$ cat config.mk
export PLATFORM = sky130hd
export DESIGN_NAME = tcyc_wrapper
export DESIGN_NICKNAME = d
export VERILOG_FILES = /design/src/rtl/tcyc_pkg.sv /design/src/rtl/tcyc_unpack.sv /design/src/rtl/tcyc_pack.sv /design/src/rtl/tcyc_ctrl.sv /design/src/rtl/tcyc_wrapper.sv
export SDC_FILE = /design/constraint.sdc
export NUM_CORES = 1
export LEC_CHECK = 0
export ABC_AREA = 1
export BUFFER_PORTS_ARGS = -buffer_cell sky130_fd_sc_hd__clkbuf_2
export CAP_MARGIN = 20
export CORE_MARGIN = 5
export CORE_UTILIZATION = 47
export DETAILED_ROUTE_END_ITERATION = 8
export GPL_TIMING_DRIVEN = 1
export PLACE_DENSITY = 0.74
export SLEW_MARGIN = 40
export SYNTH_ARGS = -nofsm -noshare
export SYNTH_HDL_FRONTEND = slang
export SYNTH_SLANG_ARGS = --single-unit
$ cat constraint.sdc
create_clock -name clk -period 1.2 [get_ports clk]
set_input_delay 0.12 -clock clk [delete_from_list [all_inputs] [get_ports clk]]
set_output_delay 0.12 -clock clk [all_outputs]
set_load 0.02 [all_outputs]
$ cat src/rtl/tcyc_pkg.sv
package tcyc_pkg;
  typedef enum logic {
    CTL_WAIT = 1'b0,
    CTL_RUN  = 1'b1
  } ctl_state_e;

  function automatic int frag_count(input int msg_w, input int frag_w);
    return (msg_w + frag_w - 1) / frag_w;
  endfunction
endpackage

$ cat src/rtl/tcyc_unpack.sv
module tcyc_unpack #(
  parameter int MSG_W  = 20,
  parameter int FRAG_W = 8
) (
  input  logic              clk,
  input  logic              rst_n,
  input  logic              frag_valid,
  output logic              frag_ready,
  input  logic              frag_idle,
  input  logic [FRAG_W-1:0] frag_data,
  input  logic              consume,
  output logic              tok_full,
  output logic              msg_present,
  output logic [MSG_W-1:0]  msg_data
);
  localparam int NFRAG = tcyc_pkg::frag_count(MSG_W, FRAG_W);
  localparam int PAD_W = NFRAG * FRAG_W;
  localparam int IDX_W = (NFRAG > 1) ? $clog2(NFRAG) : 1;
  localparam logic [IDX_W-1:0] LAST = IDX_W'(NFRAG - 1);

  logic [PAD_W-1:0] asm_q;
  logic [IDX_W-1:0] idx_q;
  logic             full_q;
  logic             pres_q;

  assign frag_ready  = !full_q;
  assign tok_full    = full_q;
  assign msg_present = full_q && pres_q;
  assign msg_data    = asm_q[MSG_W-1:0];

  always_ff @(posedge clk) begin
    if (!rst_n) begin
      asm_q  <= '0;
      idx_q  <= '0;
      full_q <= 1'b0;
      pres_q <= 1'b0;
    end else if (consume) begin
      full_q <= 1'b0;
    end else if (frag_valid && !full_q) begin
      if (frag_idle && idx_q == '0) begin
        full_q <= 1'b1;
        pres_q <= 1'b0;
      end else begin
        for (int k = 0; k < NFRAG; k++) begin
          if (idx_q == IDX_W'(k)) asm_q[k*FRAG_W +: FRAG_W] <= frag_data;
        end
        if (idx_q == LAST) begin
          full_q <= 1'b1;
          pres_q <= 1'b1;
          idx_q  <= '0;
        end else begin
          idx_q <= idx_q + 1'b1;
        end
      end
    end
  end


  tok_hold_chk: assert property (@(posedge clk) disable iff (!rst_n)
    (tok_full && !consume) |=> tok_full);


  consume_full_chk: assert property (@(posedge clk) disable iff (!rst_n)
    consume |-> tok_full);
endmodule

$ cat src/rtl/tcyc_pack.sv
module tcyc_pack #(
  parameter int MSG_W  = 20,
  parameter int FRAG_W = 8
) (
  input  logic              clk,
  input  logic              rst_n,
  input  logic              load,
  input  logic              load_present,
  input  logic [MSG_W-1:0]  load_data,
  output logic              busy,
  output logic              frag_valid,
  input  logic              frag_ready,
  output logic              frag_idle,
  output logic [FRAG_W-1:0] frag_data
);
  localparam int NFRAG = tcyc_pkg::frag_count(MSG_W, FRAG_W);
  localparam int PAD_W = NFRAG * FRAG_W;
  localparam int IDX_W = (NFRAG > 1) ? $clog2(NFRAG) : 1;
  localparam logic [IDX_W-1:0] LAST = IDX_W'(NFRAG - 1);

  logic [PAD_W-1:0] hold_q;
  logic [IDX_W-1:0] idx_q;
  logic             busy_q;
  logic             has_q;

  assign busy       = busy_q;
  assign frag_valid = busy_q;
  assign frag_idle  = !has_q;

  always_comb begin
    frag_data = '0;
    for (int k = 0; k < NFRAG; k++) begin
      if (idx_q == IDX_W'(k)) frag_data = hold_q[k*FRAG_W +: FRAG_W];
    end
  end

  always_ff @(posedge clk) begin
    if (!rst_n) begin
      hold_q <= '0;
      idx_q  <= '0;
      busy_q <= 1'b0;
      has_q  <= 1'b0;
    end else if (load) begin
      busy_q <= 1'b1;
      idx_q  <= '0;
      has_q  <= load_present;
      hold_q <= load_present ? PAD_W'(load_data) : '0;
    end else if (busy_q && frag_ready) begin
      if (!has_q || idx_q == LAST) begin
        busy_q <= 1'b0;
        idx_q  <= '0;
      end else begin
        idx_q <= idx_q + 1'b1;
      end
    end
  end


  out_stable_chk: assert property (@(posedge clk) disable iff (!rst_n)
    (frag_valid && !frag_ready) |=> (frag_valid && $stable(frag_data) && $stable(frag_idle)));


  load_empty_chk: assert property (@(posedge clk) disable iff (!rst_n)
    load |-> !busy_q);
endmodule

$ cat src/rtl/tcyc_ctrl.sv
module tcyc_ctrl #(
  parameter int CNT_W = 32
) (
  input  logic             clk,
  input  logic             rst_n,
  input  logic             all_in_full,
  input  logic             all_out_free,
  input  logic             done,
  output logic             start,
  output logic             commit,
  output logic [CNT_W-1:0] count
);
  import tcyc_pkg::*;

  ctl_state_e       state_q;
  logic             start_q;
  logic [CNT_W-1:0] count_q;

  assign start  = start_q;
  assign count  = count_q;
  assign commit = (state_q == CTL_RUN) && done;

  always_ff @(posedge clk) begin
    if (!rst_n) begin
      state_q <= CTL_WAIT;
      start_q <= 1'b0;
      count_q <= '0;
    end else begin
      start_q <= 1'b0;
      case (state_q)
        CTL_WAIT: begin
          if (all_in_full && all_out_free) begin
            start_q <= 1'b1;
            state_q <= CTL_RUN;
          end
        end
        CTL_RUN: begin
          if (done) begin
            state_q <= CTL_WAIT;
            count_q <= count_q + 1'b1;
          end
        end
        default: state_q <= CTL_WAIT;
      endcase
    end
  end


  start_pulse_chk: assert property (@(posedge clk) disable iff (!rst_n)
    start |=> !start);


  start_cause_chk: assert property (@(posedge clk) disable iff (!rst_n)
    $rose(start) |-> $past(all_in_full && all_out_free));


  count_step_chk: assert property (@(posedge clk) disable iff (!rst_n)
    commit |=> (count == $past(count) + 1'b1));


  count_hold_chk: assert property (@(posedge clk) disable iff (!rst_n)
    !commit |=> $stable(count));
endmodule

$ cat src/rtl/tcyc_wrapper.sv
module tcyc_wrapper #(
  parameter int N_IN   = 2,
  parameter int N_OUT  = 2,
  parameter int MSG_W  = 20,
  parameter int FRAG_W = 8,
  parameter int CNT_W  = 32
) (
  input  logic                    clk,
  input  logic                    rst_n,
  input  logic [N_IN-1:0]         in_frag_valid,
  output logic [N_IN-1:0]         in_frag_ready,
  input  logic [N_IN-1:0]         in_frag_idle,
  input  logic [N_IN*FRAG_W-1:0]  in_frag_data,
  output logic [N_OUT-1:0]        out_frag_valid,
  input  logic [N_OUT-1:0]        out_frag_ready,
  output logic [N_OUT-1:0]        out_frag_idle,
  output logic [N_OUT*FRAG_W-1:0] out_frag_data,
  output logic                    unit_start,
  input  logic                    unit_done,
  output logic [N_IN*MSG_W-1:0]   unit_in_data,
  output logic [N_IN-1:0]         unit_in_present,
  input  logic [N_OUT*MSG_W-1:0]  unit_out_data,
  input  logic [N_OUT-1:0]        unit_out_present,
  output logic [CNT_W-1:0]        target_cycle
);
  logic [N_IN-1:0]  in_full;
  logic [N_OUT-1:0] out_busy;
  logic             commit;

  for (genvar i = 0; i < N_IN; i++) begin : g_in
    tcyc_unpack #(.MSG_W(MSG_W), .FRAG_W(FRAG_W)) u_unpack (
      .clk         (clk),
      .rst_n       (rst_n),
      .frag_valid  (in_frag_valid[i]),
      .frag_ready  (in_frag_ready[i]),
      .frag_idle   (in_frag_idle[i]),
      .frag_data   (in_frag_data[i*FRAG_W +: FRAG_W]),
      .consume     (commit),
      .tok_full    (in_full[i]),
      .msg_present (unit_in_present[i]),
      .msg_data    (unit_in_data[i*MSG_W +: MSG_W])
    );
  end

  for (genvar o = 0; o < N_OUT; o++) begin : g_out
    tcyc_pack #(.MSG_W(MSG_W), .FRAG_W(FRAG_W)) u_pack (
      .clk          (clk),
      .rst_n        (rst_n),
      .load         (commit),
      .load_present (unit_out_present[o]),
      .load_data    (unit_out_data[o*MSG_W +: MSG_W]),
      .busy         (out_busy[o]),
      .frag_valid   (out_frag_valid[o]),
      .frag_ready   (out_frag_ready[o]),
      .frag_idle    (out_frag_idle[o]),
      .frag_data    (out_frag_data[o*FRAG_W +: FRAG_W])
    );
  end

  tcyc_ctrl #(.CNT_W(CNT_W)) u_ctrl (
    .clk          (clk),
    .rst_n        (rst_n),
    .all_in_full  (&in_full),
    .all_out_free (~|out_busy),
    .done         (unit_done),
    .start        (unit_start),
    .commit       (commit),
    .count        (target_cycle)
  );


  start_free_chk: assert property (@(posedge clk) disable iff (!rst_n)
    $rose(unit_start) |-> !$past(|out_valid_or_busy()));

  function automatic logic [N_OUT-1:0] out_valid_or_busy();
    return out_frag_valid;
  endfunction


  ready_block_chk: assert property (@(posedge clk) disable iff (!rst_n)
    (!in_frag_ready && !commit) |=> !in_frag_ready);
endmodule

Word level (Yosys, flattened, before mapping) --
Index checks and enable logic that the tools add are counted.
Storage, ports and cells: register bits after elaboration 138, input bits 67, output and inout bits 97, logic and storage cells 114
Operators by class: add/subtract/negate cells 5, eq/ne operators 8, multiplexer cells 27, bitwise operators 5, reductions and logical operators 46
Operators with widths (count):
- two-way mux 8 bit | 6
- two-way mux 20 bit | 2
- adder 32 x 1 -> 32 bit (second input constant) | 1
- AND reduction 4 bit | 6
- two-way mux 1 bit | 14
- AND reduction 2 bit | 6
- AND reduction 3 bit | 4
- nonzero test 2 bit | 6
- logical AND 1 bit | 10
- adder 2 x 1 -> 2 bit (second input constant) | 4
- == test 2 x 1 -> 1 bit (second input constant) | 4
- == test 2 bit (second input constant) | 4
- zero test 2 bit | 4
- two-way mux 2 bit | 4
- OR reduction 2 bit | 3
- zero test 1 bit | 5
- inverter 1 bit | 5
- logical OR 1 bit | 2
- one-hot mux 1 bit (2 select lines) | 1

Depth between registers and ports, before layout --
Gate-level depths: netlist of the first run.
depth after elaboration 5, gate-level depth with buffers 9, mapped depth without buffers 9

Cells and area by module --
A second synthesis of the first run with hierarchy kept.
Unflattened totals: cells, all modules 885, area, all modules 6588.8 µm²
Modules (own cells, without submodules):
- tcyc_pack | times used 2, cells each 142, area each 1232.4 µm², seq. area each 480.5 µm²
- tcyc_unpack | times used 2, cells each 148, area each 1087.3 µm², seq. area each 480.5 µm²
- tcyc_ctrl | times used 1, cells each 302, area each 1938.1 µm², seq. area each 680.7 µm²
- tcyc_wrapper | times used 1, cells each 3, area each 11.3 µm², seq. area each 0.0 µm²

Worst setup path after synthesis of the first run --
No wires, ideal clock.
path type register to output, from register g_out[1].u_pack.idx_q[1], to output out_frag_data[12], data arrival time 1.421 ns, data required time 1.080 ns, slack -0.341 ns, stages on the path, launching flop included 6, buffers on the path 1, cell sequence dfxtp_1 -> inv_1 -> ha_1 -> buf_1 -> a21oi_1 -> a211oi_1
Between the ends: longest elaborated chain between the ends 4, elaborated cells between the ends (all ways) 6, classes of those cells 2 x eq/ne; 3 x mux; 1 x reduce/logical
RTL lines:
- from (decl) | line tcyc_pack.sv:22 | logic [IDX_W-1:0] idx_q;
- from (signal assigned) | line tcyc_pack.sv:53 | idx_q <= idx_q + 1'b1;
- zero test 2 bit | line tcyc_pack.sv:33 | if (idx_q == IDX_W'(k)) frag_data = hold_q[k*FRAG_W +: FRAG_W];
- two-way mux 8 bit (2 in a row) | line tcyc_pack.sv:33
- two-way mux 8 bit (*) | line tcyc_pack.sv:33
- to (decl) | line tcyc_wrapper.sv:17 | output logic [N_OUT*FRAG_W-1:0] out_frag_data,
Mark *: on every way between the ends. The rest lies on a longest branch, timed or not.

Worst setup path in the final report of the first run --
from register g_out[1].u_pack.idx_q[0], to output out_frag_data[15]
The elaborated chain is that of the path after synthesis.

==> qor.csv, run 1 <==
metric,value,unit
grt_max_degree,33,
rrSetupSlack,-0.44,ns
fmax,526,MHz
whs,0.128,ns
port_buffers,163,
period_needed,1.90,ns
min_path_type,input port to flop,
root_buffer,clkbuf_16,
finalSetupTns,-31.45,ns
maxCapViolCount,0,
drt_iter0_markers,1210,
finalPower,11.2,mW
grt_pass1_vias,6957,
num_vias,7820,
core,12000,sq um
max_slew.worst_pin.slew,0.516,ns
vdd_drop_max,0.00128,V
skew,0.0140,ns
die_w,120,microns
yosysWarningCount,0,
clkTransAtPathRegs,0.06,ns
via_per_inst,6.06,
die_area,14500,sq um
cts_tree,yes,
crit_arrival,1.78,ns
grt_pass1_wl,36400,microns
first_pass_iters,6,
design_area,11100,sq um
start_util,0.477,
gp_congestion,0.828,
final_util,0.928,
drive_gt1_frac,0.591,
final_common_cell,clkbuf_2,
routed_wl,31600,microns
rsz0062_at_grt,true,
worst_slew_margin_rel,0.656,
syn_inst,770,
setup_viol,152,
syn_area,5710,sq um
ys_ff_latch,130,
power.density,1010,nW/um^2
synthDistinctLibCells,36,
worst-path-max-fanout,6,
ys_seq_area_frac,0.456,
r2r_start,g_out[0].u_pack.idx_q[1],
cts-buffers-inserted,17,
rr_worst_depth,9,
place_area,7490,sq um
die_h,120,microns
antenna_found_initial,1,
syn_nets,844,
critPathCapture,out_frag_data[15],
nets,1204,
grt_overflow,0,
syn_avg_cell_area,7.41,sq um
clk-insertion-delay-late,0.44,ns
violations,negative setup slack,
cts_num_sinks,130,
cp.required,1.08,ns
worstSetupPathType,flop to output port,
final_cell_mix,"128 x clkbuf_2, 96 x inv_1, 95 x dfxtp_1, 85 x nor2_1, 83 x buf_4",
report.final.hold_viol_count,0,
io_pins,164,
crit_path_start_kind,flop,
post-route-period-util,1.58,
setup_ws,-0.701,ns
leakage,4.85,nW
synthToLayoutAreaGrowth,94.5,%
run_status,"complete, but fails checks",
cts.htree.levels,4,
crit_start,g_out[1].u_pack.idx_q[0],
ant_nets,0,
slew_viol_final,0,
hpwlAfterDp,11400,microns
routedWlPerCell,24.5,microns
rows,40,
r2r_end,g_out[0].u_pack.idx_q[1],
drcViolationCount,0,
endpoint_kind,output port,
clockBufferDepth,2,
grtUsageTotal,0.318,
-- final cells by class --
| class | count | area, sq um |
|---|---|---|
| clock buffer | 21 | 470 |
| fill | 353 | 856 |
| inverter | 122 | 513 |
| clock inverter | 11 | 106 |
| tap | 147 | 184 |
| multi-input combinational | 488 | 3920 |
| antenna | 1 | 2.50 |
| sequential | 130 | 2690 |
| timing repair buffer | 371 | 3230 |
-- how the worst min path moves through the flow --
stage                 startpoint                          to  slack [ns]  depth (start not counted)
2_1_floorplan  unit_out_data[11]  g_out[0].u_pack.hold_q[11]        0.27                          2
3_3_place_gp    unit_out_data[5]   g_out[0].u_pack.hold_q[5]        0.36                          3
3_5_place_dp    unit_out_data[5]   g_out[0].u_pack.hold_q[5]        0.36                          3
4_1_cts        out_frag_ready[1]    g_out[1].u_pack.idx_q[1]        0.03                          4
5_1_grt        out_frag_ready[1]    g_out[1].u_pack.idx_q[1]        0.12                          4
6_report       out_frag_ready[1]    g_out[1].u_pack.idx_q[1]        0.13                          4
-- worst max-delay path: stages, from the launching register on --
cell and delay (ns):
dfxtp_4 0.37, inv_4 0.09, ha_4 0.16, buf_6 0.13
a21oi_4 0.06, a211oi_4 0.30, clkbuf_8 0.22
-- logic make-up after synthesis --
family,after synthesis,share of synthesized area
xor+xnor,4,0.00614
fa+ha+maj,7,0.0153
compound gates,168,0.160
buf+inv,156,0.112
flops,130,0.456
simple gates,305,0.251
-- state kept, by name (all words and copies together) (netlist names) --
| name | flops |
|---|---|
| g_out.u_pack.has_q | 2 |
| g_in.u_unpack.pres_q | 2 |
| g_out.u_pack.hold_q | 40 |
| g_out.u_pack.idx_q | 4 |
| g_in.u_unpack.asm_q | 40 |
| g_in.u_unpack.idx_q | 4 |
| u_ctrl.count | 32 |
| u_ctrl.start | 1 |
| g_in.u_unpack.tok_full | 2 |
| u_ctrl.state_q | 1 |
| g_out.u_pack.busy | 2 |
-- synthesized netlist by cell type --
cell type / instances / area share
nor3_1: 2 / 0.0018
nor2_1: 110 / 0.072
nand3b_1: 2 / 0.0026
nand4_1: 3 / 0.0033
inv_2: 3 / 0.0020
o22ai_1: 16 / 0.018
inv_1: 118 / 0.078
inv_4: 1 / 0.0011
o211ai_1: 2 / 0.0026
nor3_2: 1 / 0.0018
xor2_1: 3 / 0.0046
nand2_1: 111 / 0.073
nand3_2: 2 / 0.0035
buf_2: 4 / 0.0035
buf_1: 7 / 0.0046
a211oi_1: 10 / 0.013
a22oi_1: 8 / 0.011
buf_4: 9 / 0.012
nand2_4: 2 / 0.0039
nor2_4: 11 / 0.022
nor2_2: 4 / 0.0044
a21oi_1: 63 / 0.055
nand3_4: 2 / 0.0061
o21ai_1: 1 / 0.00088
nand3b_2: 2 / 0.0039
xnor2_1: 1 / 0.0015
dfxtp_1: 130 / 0.46
ha_1: 7 / 0.015
nand3_1: 44 / 0.039
nand2_2: 5 / 0.0055
nor3b_1: 2 / 0.0026
nor2_8: 1 / 0.0035
o21ai_0: 68 / 0.060
clkbuf_1: 12 / 0.0079
nand4_2: 1 / 0.0022
buf_6: 2 / 0.0039
-- per-layer routing --
layer  track usage  up-vias  share of wire  wire [microns]
met5             0        -              0               0
met4         0.191        0          0.082            2580
met3        0.0851      273           0.10            3220
met2         0.546      686           0.47           14900
met1         0.351     3661           0.35           10900
li1              -     3200              -               -
-- where the power goes --
part	leakage (nW)	internal (mW)	switching, mW	total (mW)
Clock	0.272	3.02	2.17	5.19
Combinational	3.51	0.682	0.887	1.57
Sequential	1.07	4.37	0.0834	4.46
Total	4.85	8.08	3.14	11.2
-- through the flow --
stage                     instances  setup slack (ns)
after floorplan                 770            -0.146
after global placement         1124            -0.152
after detailed placement       1124            -0.182
after CTS                      1267            -0.523
after global routing           1291            -0.726
final                          1291            -0.701
-- timing repair --
action,CTS,global route
cloned,11,3
pin swaps,63,72
endpoints found under the hold margin,65,0
hold buffers,56,0
setup endpoints to repair,129,160
resized for setup,307,241
buffers inserted,45,30
Note: power is estimated with default switching activity, not from simulation.
==> run 2, diff against run 1 <==
==> constraint.sdc (replaced) <==
create_clock -name clk -period 1.2 [get_ports clk]
set_input_delay 0.06 -clock clk [delete_from_list [all_inputs] [get_ports clk]]
set_output_delay 0.06 -clock clk [all_outputs]
set_load 0.02 [all_outputs]
==> qor.csv, run 2 (synthesis gave the netlist of run 1 again) <==
metric,value,unit
run_status,"complete, but fails checks",
violations,negative setup slack,
post-route-period-util,1.57,
cts_num_sinks,130,
rrSetupSlack,-0.37,ns
via_per_inst,6.23,
ant_nets,0,
cp_slowest_cell,dfxtp_4,
final_common_cell,clkbuf_2,
leakage,4.75,nW
fillers,375,
grtUsageTotal,0.317,
regArea,2670,sq um
drcViolationCount,0,
place_area,7400,sq um
cts-buffers-inserted,17,
clockBufferDepth,2,
grt_overflow,0,
skew,0.0114,ns
cts.htree.levels,4,
fmax,530,MHz
die_area,14500,sq um
clkTransAtPathRegs,0.07,ns
rows,40,
vdd_drop_max,0.000956,V
grt_pass1_wl,36200,microns
routed_wl,31700,microns
setup_ws,-0.688,ns
report.final.hold_viol_count,0,
die_h,120,microns
antennaDiodeCount,0,
power.density,1080,nW/um^2
crit_path_start_kind,flop,
core,12000,sq um
cts_tree,yes,
finalPower,11.8,mW
die_w,120,microns
num_vias,7899,
max_stage_delay,0.38,ns
max_slew.worst_pin.slew,0.514,ns
design_area,10900,sq um
maxCapViolCount,0,
worstSetupPathType,flop to output port,
slew_viol_final,0,
start_util,0.477,
port_buffers,163,
rsz0062_at_grt,true,
antenna_found_initial,0,
final_cell_mix,"140 x clkbuf_2, 101 x inv_1, 98 x dfxtp_1, 77 x nor2_1, 72 x buf_4",
drive_gt1_frac,0.574,
root_buffer,clkbuf_16,
synthToLayoutAreaGrowth,91.0,%
worst_slew_margin_rel,0.657,
worst-path-max-fanout,5,
drt_iter0_markers,980,
io_pins,164,
crit_path_cell_trace,inv_6 -> ha_4 -> buf_6 -> a21oi_2 -> a22oi_2 -> clkbuf_8,
crit_arrival,1.83,ns
endpoint_kind,output port,
first_pass_iters,6,
grt_pass1_vias,6897,
grt_max_degree,33,
setup_viol,153,
routedWlPerCell,25.1,microns
min_path_type,input port to flop,
clk-insertion-delay-late,0.44,ns
cp.required,1.14,ns
finalSetupTns,-31.27,ns
hpwlAfterDp,11600,microns
gp_congestion,0.831,
multi_input_area,3950,sq um
nets,1181,
period_needed,1.89,ns
==> run 2: per-layer routing <==
| layer | GRT usage | up-vias | wire [microns] |
|---|---|---|---|
| met5 | 0 | - | 0 |
| met2 | 0.536 | 773 | 14400 |
| met4 | 0.184 | 0 | 2890 |
| met1 | 0.357 | 3646 | 10800 |
| li1 | - | 3156 | - |
| met3 | 0.0921 | 324 | 3660 |
==> run 2: final timing paths <==
path                               end  cells past startpoint                       from
max                   out_frag_data[0]                      6   g_out[0].u_pack.idx_q[0]
min          g_in[1].u_unpack.tok_full                      5           in_frag_valid[1]
max reg2reg           u_ctrl.count[18]                      9            u_ctrl.count[0]
min reg2reg  g_in[1].u_unpack.asm_q[1]                      2  g_in[1].u_unpack.asm_q[1]
==> run 2: power breakdown <==
part	leakage, nW	switching, mW	internal, mW
Clock	0.319	2.11	3.64
Combinational	3.36	0.878	0.650
Sequential	1.07	0.0871	4.38
Total	4.75	3.08	8.67
==> run 2: cell type report <==
class,count,area share
Sequential cell,130,0.245
Timing Repair Buffer,348,0.269
Inverter,122,0.0473
Clock inverter,6,0.00792
Multi-Input combinational cell,488,0.362
Tap cell,147,0.0169
Clock buffer,26,0.0515
==> run 2: worst max-delay path, delay by kind of cell, from the launching register on <==
family                     cells  cell delay, ns
DFF                            1            0.38
AOI/OAI and AO/OA              2            0.32
buffers and inverters          3            0.45
adders and majority gates      1            0.23
==> run 2: timing repair <==
action                     in CTS  in global routing
pin swaps                      41                 71
cloned                         10                  4
resized for setup             260                259
setup buffers                  28                 22
hold buffers                   58                  0
setup endpoints to repair     120                150
hold endpoints to repair       82                  0
==> run 2: metrics by stage <==
stage / hold WS [ns] / util / std cells / setup WS [ns]
final: 0.0800 / 0.912 / 1267 / -0.688
after global routing: 0.0861 / 0.912 / 1267 / -0.735
after CTS: 0.0223 / 0.828 / 1251 / -0.464
after detailed placement: 0.302 / 0.618 / 1123 / -0.150
after global placement: 0.295 / 0.618 / 1123 / -0.111
after floorplan: 0.206 / - / 770 / -0.146
==> run 3, diff against run 2 <==
--- a/config.mk
+++ b/config.mk
@@ -13,6 +13,7 @@
 export DETAILED_ROUTE_END_ITERATION = 8
 export GPL_TIMING_DRIVEN = 1
 export PLACE_DENSITY = 0.74
+export SKIP_CTS_REPAIR_TIMING = 1
 export SLEW_MARGIN = 40
 export SYNTH_ARGS = -nofsm -noshare
 export SYNTH_HDL_FRONTEND = slang
==> qor.csv, run 3 (synthesis gave the netlist of run 1 again) <==
metric,value,unit
worst_slew_margin_rel,0.733,
report.final.hold_viol_count,0,
ant_nets,0,
antennaDiodeCount,0,
vdd_drop_max,0.000920,V
routed_wl,23700,microns
root_buffer,clkbuf_16,
place_area,7400,sq um
via_per_inst,5.41,
cts-buffers-inserted,17,
grt_pass1_vias,5333,
hpwlAfterDp,11600,microns
clock_power_share,0.492,
antenna_found_initial,1,
rr_worst_depth,7,
synthToLayoutAreaGrowth,81.3,%
run_status,"complete, but fails checks",
clkTransAtPathRegs,0.06,ns
min_path_type,input port to flop,
swShare,0.239,
grt_pass1_wl,25200,microns
p_int,8.60,mW
combPwrFrac,0.115,
drcViolationCount,0,
design_area,10300,sq um
worst-path-max-fanout,7,
met2_usage,0.349,
final_cell_mix,"141 x clkbuf_2, 103 x inv_1, 99 x dfxtp_1, 94 x nor2_1, 70 x buf_4",
drt_iter0_markers,518,
die_h,120,microns
clockBufferDepth,2,
io_pins,164,
rrSetupSlack,-0.26,ns
crit_arrival,1.72,ns
violations,negative setup slack,
core,12000,sq um
grt_max_degree,33,
num_vias,6801,
final_common_cell,clkbuf_2,
dp_cells,1123,
die_w,120,microns
port_buffers,163,
whs,0.0470,ns
power.density,1090,nW/um^2
rsz0062_at_grt,true,
net-switching-power,2.71,mW
nets,1172,
fin_cells,1258,
routedWlPerCell,18.9,microns
cp.required,1.14,ns
skew,0.0102,ns
cts_tree,yes,
maxCapViolCount,0,
rows,40,
seqPwrFrac,0.394,
crit_path_start_kind,flop,
max_slew.worst_pin.slew,0.401,ns
post-route-period-util,1.48,
setup_viol,141,
period_needed,1.78,ns
setup_ws,-0.575,ns
start_util,0.477,
endpoint_kind,output port,
worstSetupPathType,flop to output port,
hold_path_depth,5,
fmax,563,MHz
use_met3,0.0706,
grt_most_used_layer,met2,
gp_congestion,0.831,
leakage,4.57,nW
cts.htree.levels,4,
cts_num_sinks,130,
first_pass_iters,7,
die_area,14500,sq um
grtUsageTotal,0.215,
slew_viol_final,0,
drive_gt1_frac,0.528,
clk-insertion-delay-late,0.43,ns
grt_overflow,0,
met1_usage,0.265,
run 3: area by class of cell:
cell class	instances	area, sq um
Tap cell	147	184
Clock inverter	6	86.3
Timing Repair Buffer	339	2750
Multi-Input combinational cell	487	3590
Sequential cell	130	2670
Timing Repair inverter	1	6.26
Clock buffer	26	562
Fill cell	564	1610
Inverter	122	499
run 3: final timing paths:
kind                        startpoint                         to
max           g_out[1].u_pack.idx_q[1]          out_frag_data[12]
min                   in_frag_valid[0]  g_in[0].u_unpack.tok_full
max reg2reg             u_ctrl.state_q   g_out[1].u_pack.idx_q[0]
min reg2reg  g_in[1].u_unpack.asm_q[1]  g_in[1].u_unpack.asm_q[1]
run 3: through the flow:
| stage | setup slack [ns] | TNS, ns | total power, mW | utilization |
|---|---|---|---|---|
| floorplan | -0.146 | -0.808 | 4.97 | - |
| global placement | -0.111 | -7.38 | 5.28 | 0.618 |
| detailed placement | -0.150 | -9.50 | 5.29 | 0.618 |
| CTS | -0.615 | -18.29 | 10.8 | 0.673 |
| global route | -0.574 | -33.13 | 11.7 | 0.865 |
| finish | -0.575 | -25.97 | 11.3 | 0.865 |
run 3: routing by layer:
layer | vias up | wire, microns
li1 | 3124 | -
met1 | 3186 | 8880
met2 | 382 | 11500
met3 | 107 | 2060
met4 | 2 | 1250
met5 | - | 11
run 3: worst max-delay path, cell delays in order, from the launching register on:
cell and delay [ns]:
dfxtp_4 0.38, inv_4 0.05, ha_4 0.19, buf_6 0.15, a21oi_1 0.30, a211oi_4 0.07, buf_6 0.15
run 3: power by group through the flow:
stage | clock network, mW | logic, mW | registers [mW]
global route | 5.83 | 1.38 | 4.46
CTS | 5.56 | 0.749 | 4.45
global placement | 0 | 0.733 | 4.54
floorplan | 0 | 0.347 | 4.62
finish | 5.56 | 1.30 | 4.45
detailed placement | 0 | 0.743 | 4.54
